==> src/rtl/irq_prio_pkg.sv <==
package irq_prio_pkg;
  parameter int VEC_W = 8;
  parameter int CLS_W = 4;
  parameter int SVR_W = 16;
  parameter int SVR_KEEP_W = 13;
  localparam logic [SVR_KEEP_W-1:0] SVR_KEEP = 13'h11FF;
  localparam logic [SVR_KEEP_W-1:0] SVR_RESET = 13'h00FF;
  localparam int SVR_EN_BIT = 8;
  localparam int SVR_SUP_BIT = 12;

  typedef struct packed {
    logic             post;
    logic             postLevel;
    logic [VEC_W-1:0] postVec;
    logic             take;
    logic [VEC_W-1:0] takeVec;
    logic             retire;
    logic [VEC_W-1:0] retireVec;
  } dpStrobe_t;
endpackage

==> src/rtl/vec_prio_enc.sv <==
module vec_prio_enc #(
  parameter int WIDTH = 256,
  parameter int IDX_W = $clog2(WIDTH)
) (
  input  logic [WIDTH-1:0] bits,
  output logic             any,
  output logic [IDX_W-1:0] idx
);
  // Highest-numbered set bit wins.
  always_comb begin
    any = 1'b0;
    idx = '0;
    for (int i = 0; i < WIDTH; i++) begin
      if (bits[i]) begin
        any = 1'b1;
        idx = IDX_W'(i);
      end
    end
  end
endmodule

==> src/rtl/irq_prio_datapath.sv <==
module irq_prio_datapath
  import irq_prio_pkg::*;
#(
  parameter int VW = VEC_W,
  localparam int NV = 1 << VW
) (
  input  logic          clk,
  input  logic          rstN,
  input  dpStrobe_t     strb,
  output logic          irrAny,
  output logic [VW-1:0] irrTop,
  output logic          isrAny,
  output logic [VW-1:0] isrTop,
  output logic          isrTopLevel
);
  logic [NV-1:0] irr, isr, tmr;
  logic [NV-1:0] postMask, takeMask, retireMask;

  assign postMask   = strb.post   ? (NV'(1) << strb.postVec)   : '0;
  assign takeMask   = strb.take   ? (NV'(1) << strb.takeVec)   : '0;
  assign retireMask = strb.retire ? (NV'(1) << strb.retireVec) : '0;

  // Two identical encoders: pending set and in-service set.
  for (genvar g = 0; g < 2; g++) begin : g_enc
    logic [NV-1:0] src;
    logic          anyBit;
    logic [VW-1:0] topIdx;
    assign src = (g == 0) ? irr : isr;
    vec_prio_enc #(.WIDTH(NV), .IDX_W(VW)) u_enc (
      .bits(src), .any(anyBit), .idx(topIdx)
    );
  end

  assign irrAny      = g_enc[0].anyBit;
  assign irrTop      = g_enc[0].topIdx;
  assign isrAny      = g_enc[1].anyBit;
  assign isrTop      = g_enc[1].topIdx;
  assign isrTopLevel = tmr[isrTop];

  always_ff @(posedge clk) begin
    if (!rstN) begin
      irr <= '0;
      isr <= '0;
      tmr <= '0;
    end else begin
      // acknowledge clears first, a same-cycle request sets again
      irr <= (irr & ~takeMask) | postMask;
      isr <= (isr & ~retireMask) | takeMask;
      if (strb.post) tmr[strb.postVec] <= strb.postLevel;
    end
  end

  p_post_r2: assert property (@(posedge clk) disable iff (!rstN)
    strb.post |=> irr[$past(strb.postVec)] &&
                  (tmr[$past(strb.postVec)] == $past(strb.postLevel)));

  p_take_r7: assert property (@(posedge clk) disable iff (!rstN)
    strb.take && !(strb.post && strb.postVec == strb.takeVec)
      |=> !irr[$past(strb.takeVec)] && isr[$past(strb.takeVec)]);

  p_retire_r9: assert property (@(posedge clk) disable iff (!rstN)
    strb.retire && !(strb.take && strb.takeVec == strb.retireVec)
      |=> !isr[$past(strb.retireVec)]);

  p_hold_r8: assert property (@(posedge clk) disable iff (!rstN)
    !strb.post && !strb.take && !strb.retire
      |=> $stable(irr) && $stable(isr) && $stable(tmr));
endmodule

==> src/rtl/irq_prio_control.sv <==
module irq_prio_control
  import irq_prio_pkg::*;
#(
  parameter int VW = VEC_W,
  parameter int CW = CLS_W
) (
  input  logic             clk,
  input  logic             rstN,
  input  logic             reqValid,
  input  logic [VW-1:0]    reqVector,
  input  logic             reqLevel,
  input  logic             tprWrEn,
  input  logic [VW-1:0]    tprWrData,
  input  logic             svrWrEn,
  input  logic [SVR_W-1:0] svrWrData,
  input  logic             ackReq,
  input  logic             eoiStrobe,
  input  logic             irrAny,
  input  logic [VW-1:0]    irrTop,
  input  logic             isrAny,
  input  logic [VW-1:0]    isrTop,
  input  logic             isrTopLevel,
  output dpStrobe_t        strb,
  output logic             irqOut,
  output logic             ackValid,
  output logic [VW-1:0]    ackVector,
  output logic             bcastValid,
  output logic [VW-1:0]    bcastVector,
  output logic [VW-1:0]    pprOut
);
  logic [VW-1:0]         tprReg;
  logic [SVR_KEEP_W-1:0] svrReg;
  logic [CW-1:0]         isrClass, tprClass, irrClass;
  logic                  swEnable, suppress, qualify;

  always_ff @(posedge clk) begin
    if (!rstN) begin
      tprReg <= '0;
      svrReg <= SVR_RESET;
    end else begin
      if (tprWrEn) tprReg <= tprWrData;
      if (svrWrEn) svrReg <= svrWrData[SVR_KEEP_W-1:0] & SVR_KEEP;
    end
  end

  assign swEnable = svrReg[SVR_EN_BIT];
  assign suppress = svrReg[SVR_SUP_BIT];
  assign isrClass = isrAny ? isrTop[VW-1 -: CW] : '0;
  assign tprClass = tprReg[VW-1 -: CW];
  assign irrClass = irrTop[VW-1 -: CW];

  always_comb begin
    if (tprClass >= isrClass) pprOut = tprReg;
    else                      pprOut = {isrClass, {(VW-CW){1'b0}}};
  end

  assign qualify = swEnable && irrAny &&
                   ((pprOut == '0) || (irrClass > pprOut[VW-1 -: CW]));
  assign irqOut  = qualify;

  always_comb begin
    ackValid  = ackReq && swEnable && irrAny;
    ackVector = qualify ? irrTop : svrReg[VW-1:0];
  end

  always_comb begin
    strb           = '0;
    strb.post      = reqValid;
    strb.postLevel = reqLevel;
    strb.postVec   = reqVector;
    strb.take      = ackReq && qualify;
    strb.takeVec   = irrTop;
    strb.retire    = eoiStrobe && isrAny;
    strb.retireVec = isrTop;
  end

  assign bcastValid  = strb.retire && isrTopLevel && !suppress;
  assign bcastVector = isrTop;

  p_quiet_r6: assert property (@(posedge clk) disable iff (!rstN)
    !svrReg[SVR_EN_BIT] |-> !irqOut && !ackValid && !strb.take);

  p_spurious_r8: assert property (@(posedge clk) disable iff (!rstN)
    ackValid && !strb.take |-> ackVector == svrReg[VW-1:0]);

  p_ppr_floor_r4: assert property (@(posedge clk) disable iff (!rstN)
    pprOut[VW-1 -: CW] >= tprReg[VW-1 -: CW]);

  p_bcast_r10: assert property (@(posedge clk) disable iff (!rstN)
    bcastValid |-> strb.retire && isrTopLevel && !svrReg[SVR_SUP_BIT] &&
                   bcastVector == strb.retireVec);

  p_svr_mask_r11: assert property (@(posedge clk) disable iff (!rstN)
    svrWrEn |=> (svrReg & ~SVR_KEEP) == '0);
endmodule

==> src/rtl/irq_prio_ctrl.sv <==
module irq_prio_ctrl
  import irq_prio_pkg::*;
(
  input  logic             clk,
  input  logic             rstN,
  input  logic             reqValid,
  input  logic [VEC_W-1:0] reqVector,
  input  logic             reqLevel,
  input  logic             tprWrEn,
  input  logic [VEC_W-1:0] tprWrData,
  input  logic             svrWrEn,
  input  logic [SVR_W-1:0] svrWrData,
  input  logic             ackReq,
  output logic             ackValid,
  output logic [VEC_W-1:0] ackVector,
  input  logic             eoiStrobe,
  output logic             irqOut,
  output logic             bcastValid,
  output logic [VEC_W-1:0] bcastVector,
  output logic [VEC_W-1:0] pprOut
);
  dpStrobe_t        strb;
  logic             irrAny, isrAny, isrTopLevel;
  logic [VEC_W-1:0] irrTop, isrTop;

  irq_prio_control u_ctrl (
    .clk(clk), .rstN(rstN),
    .reqValid(reqValid), .reqVector(reqVector), .reqLevel(reqLevel),
    .tprWrEn(tprWrEn), .tprWrData(tprWrData),
    .svrWrEn(svrWrEn), .svrWrData(svrWrData),
    .ackReq(ackReq), .eoiStrobe(eoiStrobe),
    .irrAny(irrAny), .irrTop(irrTop),
    .isrAny(isrAny), .isrTop(isrTop), .isrTopLevel(isrTopLevel),
    .strb(strb), .irqOut(irqOut),
    .ackValid(ackValid), .ackVector(ackVector),
    .bcastValid(bcastValid), .bcastVector(bcastVector),
    .pprOut(pprOut)
  );

  irq_prio_datapath u_dp (
    .clk(clk), .rstN(rstN), .strb(strb),
    .irrAny(irrAny), .irrTop(irrTop),
    .isrAny(isrAny), .isrTop(isrTop), .isrTopLevel(isrTopLevel)
  );
endmodule

==> config.mk <==
export PLATFORM = sky130hd
export DESIGN_NAME = irq_prio_ctrl
export DESIGN_NICKNAME = d
export VERILOG_FILES = /design/src/rtl/irq_prio_pkg.sv /design/src/rtl/vec_prio_enc.sv /design/src/rtl/irq_prio_datapath.sv /design/src/rtl/irq_prio_control.sv /design/src/rtl/irq_prio_ctrl.sv
export SDC_FILE = /design/constraint.sdc
export NUM_CORES = 2
export LEC_CHECK = 0
export CORE_UTILIZATION = 25
export DETAILED_ROUTE_END_ITERATION = 6
export PLACE_DENSITY = 0.35
export SETUP_SLACK_MARGIN = 0.3
export SYNTH_ARGS = -nofsm -noshare
export SYNTH_HDL_FRONTEND = slang
export SYNTH_SLANG_ARGS = --single-unit
==> constraint.sdc <==
create_clock -name clk -period 19 [get_ports clk]
set_clock_uncertainty 0.1 [all_clocks]
set_input_delay 4.75 -clock clk [delete_from_list [all_inputs] [get_ports clk]]
set_output_delay 4.75 -clock clk [all_outputs]
set_load 0.05 [all_outputs]
Word level (Yosys, flattened, before mapping):

Index checks and enable logic that the tools add are counted.

* $lt $le $gt $ge: 5
* bitwise operators: 6
* muxes and demuxes: 1033
* reductions and logical operators: 12
* shifts and indexed selects: 3

Operators by type and width (number)
* $mux 8: 510
* $mux 256: 3
* $shl 1x8->256 const A: 3
* $mux 1: 516
* $and 256x256->256: 2
* $not 256->256: 2
* $or 256x256->256: 2
* $bwmux 256: 1
* $lt 8x9->1 const B: 2
* $logic_and 1x1->1: 9
* $bmux 1 s8: 1
* $demux 1 s8: 1
* $ge 8x1->1 const B: 1
* $logic_not 8->1: 1
* $ge 4x4->1: 1
* $gt 4x4->1: 1
* $mux 4: 1
* $logic_not 1->1: 1
* $logic_or 1x1->1: 1

* logic and storage cells: 1064
* output and inout bits: 27
* bits in registers: 786
* input port bits: 40

Logic depth before layout (Yosys ltp):

* depth in word-level cells: 267
* depth in mapped cells: 31
* depth with buffers taken out: 28

Hierarchy:

A second synthesis with hierarchy kept.

* cell total of the unflattened synthesis: 5006
* area total of the unflattened synthesis: 40481.3 um^2

Modules (own cells, without submodules)
* irq_prio_datapath: cells each 3642, area each 32284.7 um^2, times used 1, seq. area each 15374.7 um^2
* vec_prio_enc: cells each 601, area each 3344.5 um^2, times used 2, seq. area each 0.0 um^2
* irq_prio_control: cells each 162, area each 1507.7 um^2, times used 1, seq. area each 360.3 um^2

Worst setup path after synthesis:

No wires, ideal clock.

* path kind: register to output
* start point: register u_dp.isr[44], in the netlist u_dp.g_enc[1].src[44]
* end point: output port ackVector[5]
* required time: 14.150 ns
* data arrival time: 6.214 ns
* path buffers: 4
* setup slack: 7.936 ns
* cell stages (with the launch flop): 30
* path through: dfxtp_1 -> nor4_1 -> and2_1 -> a31oi_1 -> o31a_1 -> o21ai_0 -> a21oi_1 -> o21a_1 -> clkbuf_1 -> inv_1 -> ha_1 -> nand2b_1 -> a21o_1 -> a21o_1 -> a21oi_1 -> clkbuf_1 -> nor2_1 -> a21o_1 -> ha_1 -> nor2b_1 -> o21ai_0 -> nand2b_1 -> a21oi_1 -> a41o_1 -> o21ai_1 -> nor2b_1 -> clkbuf_1 -> clkbuf_1 -> nor2_1 -> a21oi_1

* longest elaborated chain between the ends: 219
* elaborated cells on any way between the ends: 432
* those cells by class: order compare: 2; mux: 427; reduce/logical: 3

Ends and longest elaborated chain
* start: declaration: RTL line irq_prio_datapath.sv:16 `logic [NV-1:0] irr, isr, tmr;`
* start signal: assignment: RTL line irq_prio_datapath.sv:48 `isr <= (isr & ~retireMask) | takeMask;`
* $mux 8 or $mux 1 (tied branches) (212 in a row): RTL line vec_prio_enc.sv:14 `if (bits[i]) begin`
* $mux 4 *: RTL line irq_prio_control.sv:48 `assign isrClass = isrAny ? isrTop[VW-1 -: CW] : '0;`
* $ge 4x4->1: RTL line irq_prio_control.sv:53 `if (tprClass >= isrClass) pprOut = tprReg;`
* $mux 8 *: RTL line irq_prio_control.sv:53
* $gt 4x4->1 or $logic_not 8->1 (tied branches): RTL line irq_prio_control.sv:58 `((pprOut == '0) || (irrClass > pprOut[VW-1 -: CW]));`
* $logic_or 1x1->1 *: RTL line irq_prio_control.sv:58
* $logic_and 1x1->1 *: RTL line irq_prio_control.sv:57 `assign qualify = swEnable && irrAny &&`
* via irqOut: RTL line irq_prio_ctrl.sv:17 `output logic irqOut,`
* $mux 8 *: RTL line irq_prio_control.sv:63 `ackVector = qualify ? irrTop : svrReg[VW-1:0];`
* end: declaration: RTL line irq_prio_ctrl.sv:15 `output logic [VEC_W-1:0] ackVector,`

The timed path passes the listed nets; every way through them passes the cells marked *.

Final worst setup path:

* start point: register u_dp.isr[16], in the netlist u_dp.g_enc[1].src[16]
* end point: output port ackVector[1]

* longest elaborated chain between the ends: 247
* elaborated cells on any way between the ends: 488
* those cells by class: order compare: 2; mux: 483; reduce/logical: 3

Ends and longest elaborated chain (RTL line)
* $mux 8 or $mux 1 (tied branches) (240 in a row): vec_prio_enc.sv:14
* $mux 4 *: irq_prio_control.sv:48
* $ge 4x4->1: irq_prio_control.sv:53
* $mux 8 *: irq_prio_control.sv:53
* $gt 4x4->1 or $logic_not 8->1 (tied branches): irq_prio_control.sv:58
* $logic_or 1x1->1 *: irq_prio_control.sv:58
* $logic_and 1x1->1 *: irq_prio_control.sv:57
* $mux 8 *: irq_prio_control.sv:63

Every way passes the cells marked *; elsewhere a longest branch is shown, timed or not.

==> metrics <==
Primary FF master, synth=dfxtp_1; CTS tree=yes; Setup CP Type=reg2out; DRC Markers=0; worst min-delay path startpoint=u_dp.tmr[232]; FF-to-FF setup slack=10,060 ps; Highest Clock Rate=74.5 MHz; Min-Delay Endpoint=u_dp.tmr[232]; DR vias=42,700; worst r2r src=u_dp.g_enc[1].src[16]; CTS Root Cell=clkbuf_16; Final period util=70.6%; DRT Pass-1 Iters=6; PwrDens=87.8 nW/um^2; Core ar.=157,000 um^2; Final Max Slew Viols=0; WP data arrival=8570 ps; Setup violations, final=0; Post-Syn Area=39,500 um^2; initial antenna violation count=12; setup bufs post-CTS=0; Final #Nets=5,218; WHS Path Cells=2; Starting DRT DRC Count=4,364; Async S/R FF share, synth=0%; clk slew on worst S/H paths=60 ps; RR Endpoint=u_dp.g_enc[0].src[182]; Max Root-Sink Buffers=3; Final GP Congestion=0.970; Cells after Synth=5,251; setup_tns=0 ps; n_diodes=0; first-pass GRT wire length=323,000 um; Avg WL per Cell=32.0 um; Yosys warning count=0; hold_buf cts=0; Max Cap Viol=0; Starting Density=25.2%; Post-CTS Resized=0; die width=400 um; # rows=145; Final min period=13,420 ps; vias in the first global route=39,900; H-tree depth=3; post-synthesis area per instance=7.53 um^2; Cells after DPL=7,127; global route overflow=0; most common cell after layout, fill and taps aside=dfxtp_1; Worst Path Required=14,150 ps; area growth from synthesis to layout=15.4%; Num CTS Buffers=99; Rel. slew slack=12.2%; number of port buffers=60; CP startpoint kind=flop; die extent in y=400 um; Die ar.=160,000 um^2; Hold Vio Cnt, Final=0; Finished Layout Cells=7,299; IO Count=67; Sink Count=786; post-synthesis sequential area ratio=39.8%; CP Max Fanout=16; layout cells sized above 1=7.42%; CP Capture Type=primary output; DRT Wirelength=233,000 um; Worst path slowest cell=nor2b_1; Post-synth EDFFs=0; R2R depth=28; via/cell ratio=5.84; FF+latch count, synth=786; outcome=complete, no violations; commonest non-fill, non-tap cells in the layout=786 x dfxtp_1, 656 x a21oi_1, 641 x o21ai_0; GRT Util Overall=28.4%; largest net degree at the start of global routing=121; HP Class=reg2reg; Routed Antenna Nets=0; final core utilization=29.1%; RSZ-0062 raised after global routing=no; Worst VDD drop=72.5 uV; DP HPWL=160,000 um; Unique masters post-synth=96; Largest stage delay, worst path=860 ps; Worst-Margin Slew=1310 ps; Clk Latency, worst-skew pair=730 ps; post-synthesis net count=5,299; static leakage=15.3 nW
## state kept, by name, indices dropped and copies added, names as in the netlist
signal	count
u_ctrl.tprReg	8
u_ctrl.svrReg	10
u_dp.tmr	256
u_dp.g_enc.src	512
## final cells by class
type	instances	area, um^2
fillers	17200	111000
multi-input cells	3984	22100
flip-flops and latches	786	15700
clock buffers	148	2990
well taps	2058	2570
repair buffers	178	1490
inverters	121	462
clock inverters	24	238
## through the flow
step | power, mW | hold WS (ps) | setup slack, ps | area [um^2]
after floorplan | 1.89 | 332 | 7940 | 39500
after global placement | 2.10 | 343 | 5920 | 42400
after detailed placement | 2.10 | 347 | 5940 | 42400
after CTS | 4.03 | 355 | 5550 | 45600
after global routing | 4.11 | 366 | 4910 | 45600
final | 4.00 | 356 | 5580 | 45600
## routing by layer
metal  share of wire, %  up-vias  track usage (%)
met3                5.4      407             3.45
li1                   -    19200                -
met1                 46    21400             39.1
met4                4.5        0             11.5
met2                 45     1598             44.6
met5                  0        -                0
## critical path: cells and delay by family (launching register included)
kind | cells | cell delay (ps)
adders and majority gates | 2 | 560
and+or+nand+nor | 7 | 2450
DFF | 1 | 350
buffers and inverters | 3 | 1110
muxes | 1 | 420
AOI/OAI and AO/OA | 13 | 2930
## cells in the mapped netlist (17+ instances only)
cell	number	share of area, %
or3_1	17	0.27
dfxtp_1	786	40
nor3_1	138	1.7
o31ai_1	78	1.5
and3_1	29	0.46
nand2b_1	43	0.68
and2_1	41	0.65
o22ai_1	156	2.5
nand4_1	27	0.43
or4_1	22	0.42
a311oi_1	39	0.86
o21bai_1	18	0.34
nor2_1	416	4.0
buf_2	41	0.52
nor4_1	155	2.5
nor2b_1	45	0.71
o221ai_1	26	0.58
mux2i_1	101	2.6
o21ai_0	641	8.1
o211ai_1	57	1.1
mux2_2	22	0.63
a21oi_1	657	8.3
nand3_1	274	3.5
o21a_1	68	1.3
inv_1	115	1.1
nand2_1	608	5.8
a211oi_1	49	0.93
a31oi_1	35	0.55
clkbuf_1	297	2.8
## where the power goes
part	leakage (nW)	switching (mW)	total, mW	internal, mW
clock	1.59	0.818	1.94	1.12
sequential	6.33	0.00434	1.66	1.65
combinational	7.36	0.331	0.412	0.0805
total	15.3	1.15	4.00	2.85
## worst max-delay path by stage
stage | start | to | slack (ps) | cells past startpoint
finish | u_dp.g_enc[1].src[16] | ackVector[1] | 5580 | 26
floorplan | u_dp.g_enc[1].src[44] | ackVector[5] | 7940 | 29
global placement | eoiStrobe | bcastValid | 5920 | 9
global route | u_dp.g_enc[1].src[16] | ackVector[3] | 4910 | 27
detailed placement | eoiStrobe | bcastValid | 5940 | 9
CTS | u_dp.g_enc[1].src[16] | ackVector[1] | 5550 | 26
## cells by family after synthesis
family | after synthesis | share of synthesized area (%)
AO/OA/AOI/OAI | 1989 | 29.7
buffers and inverters | 481 | 4.88
AND/OR/NAND/NOR | 1863 | 22.1
multiplexers | 124 | 3.22
adder cells (fa/ha/maj) | 8 | 0.253
flip-flops | 786 | 39.8
No activity file was read; power rests on OpenSTA's default activity.
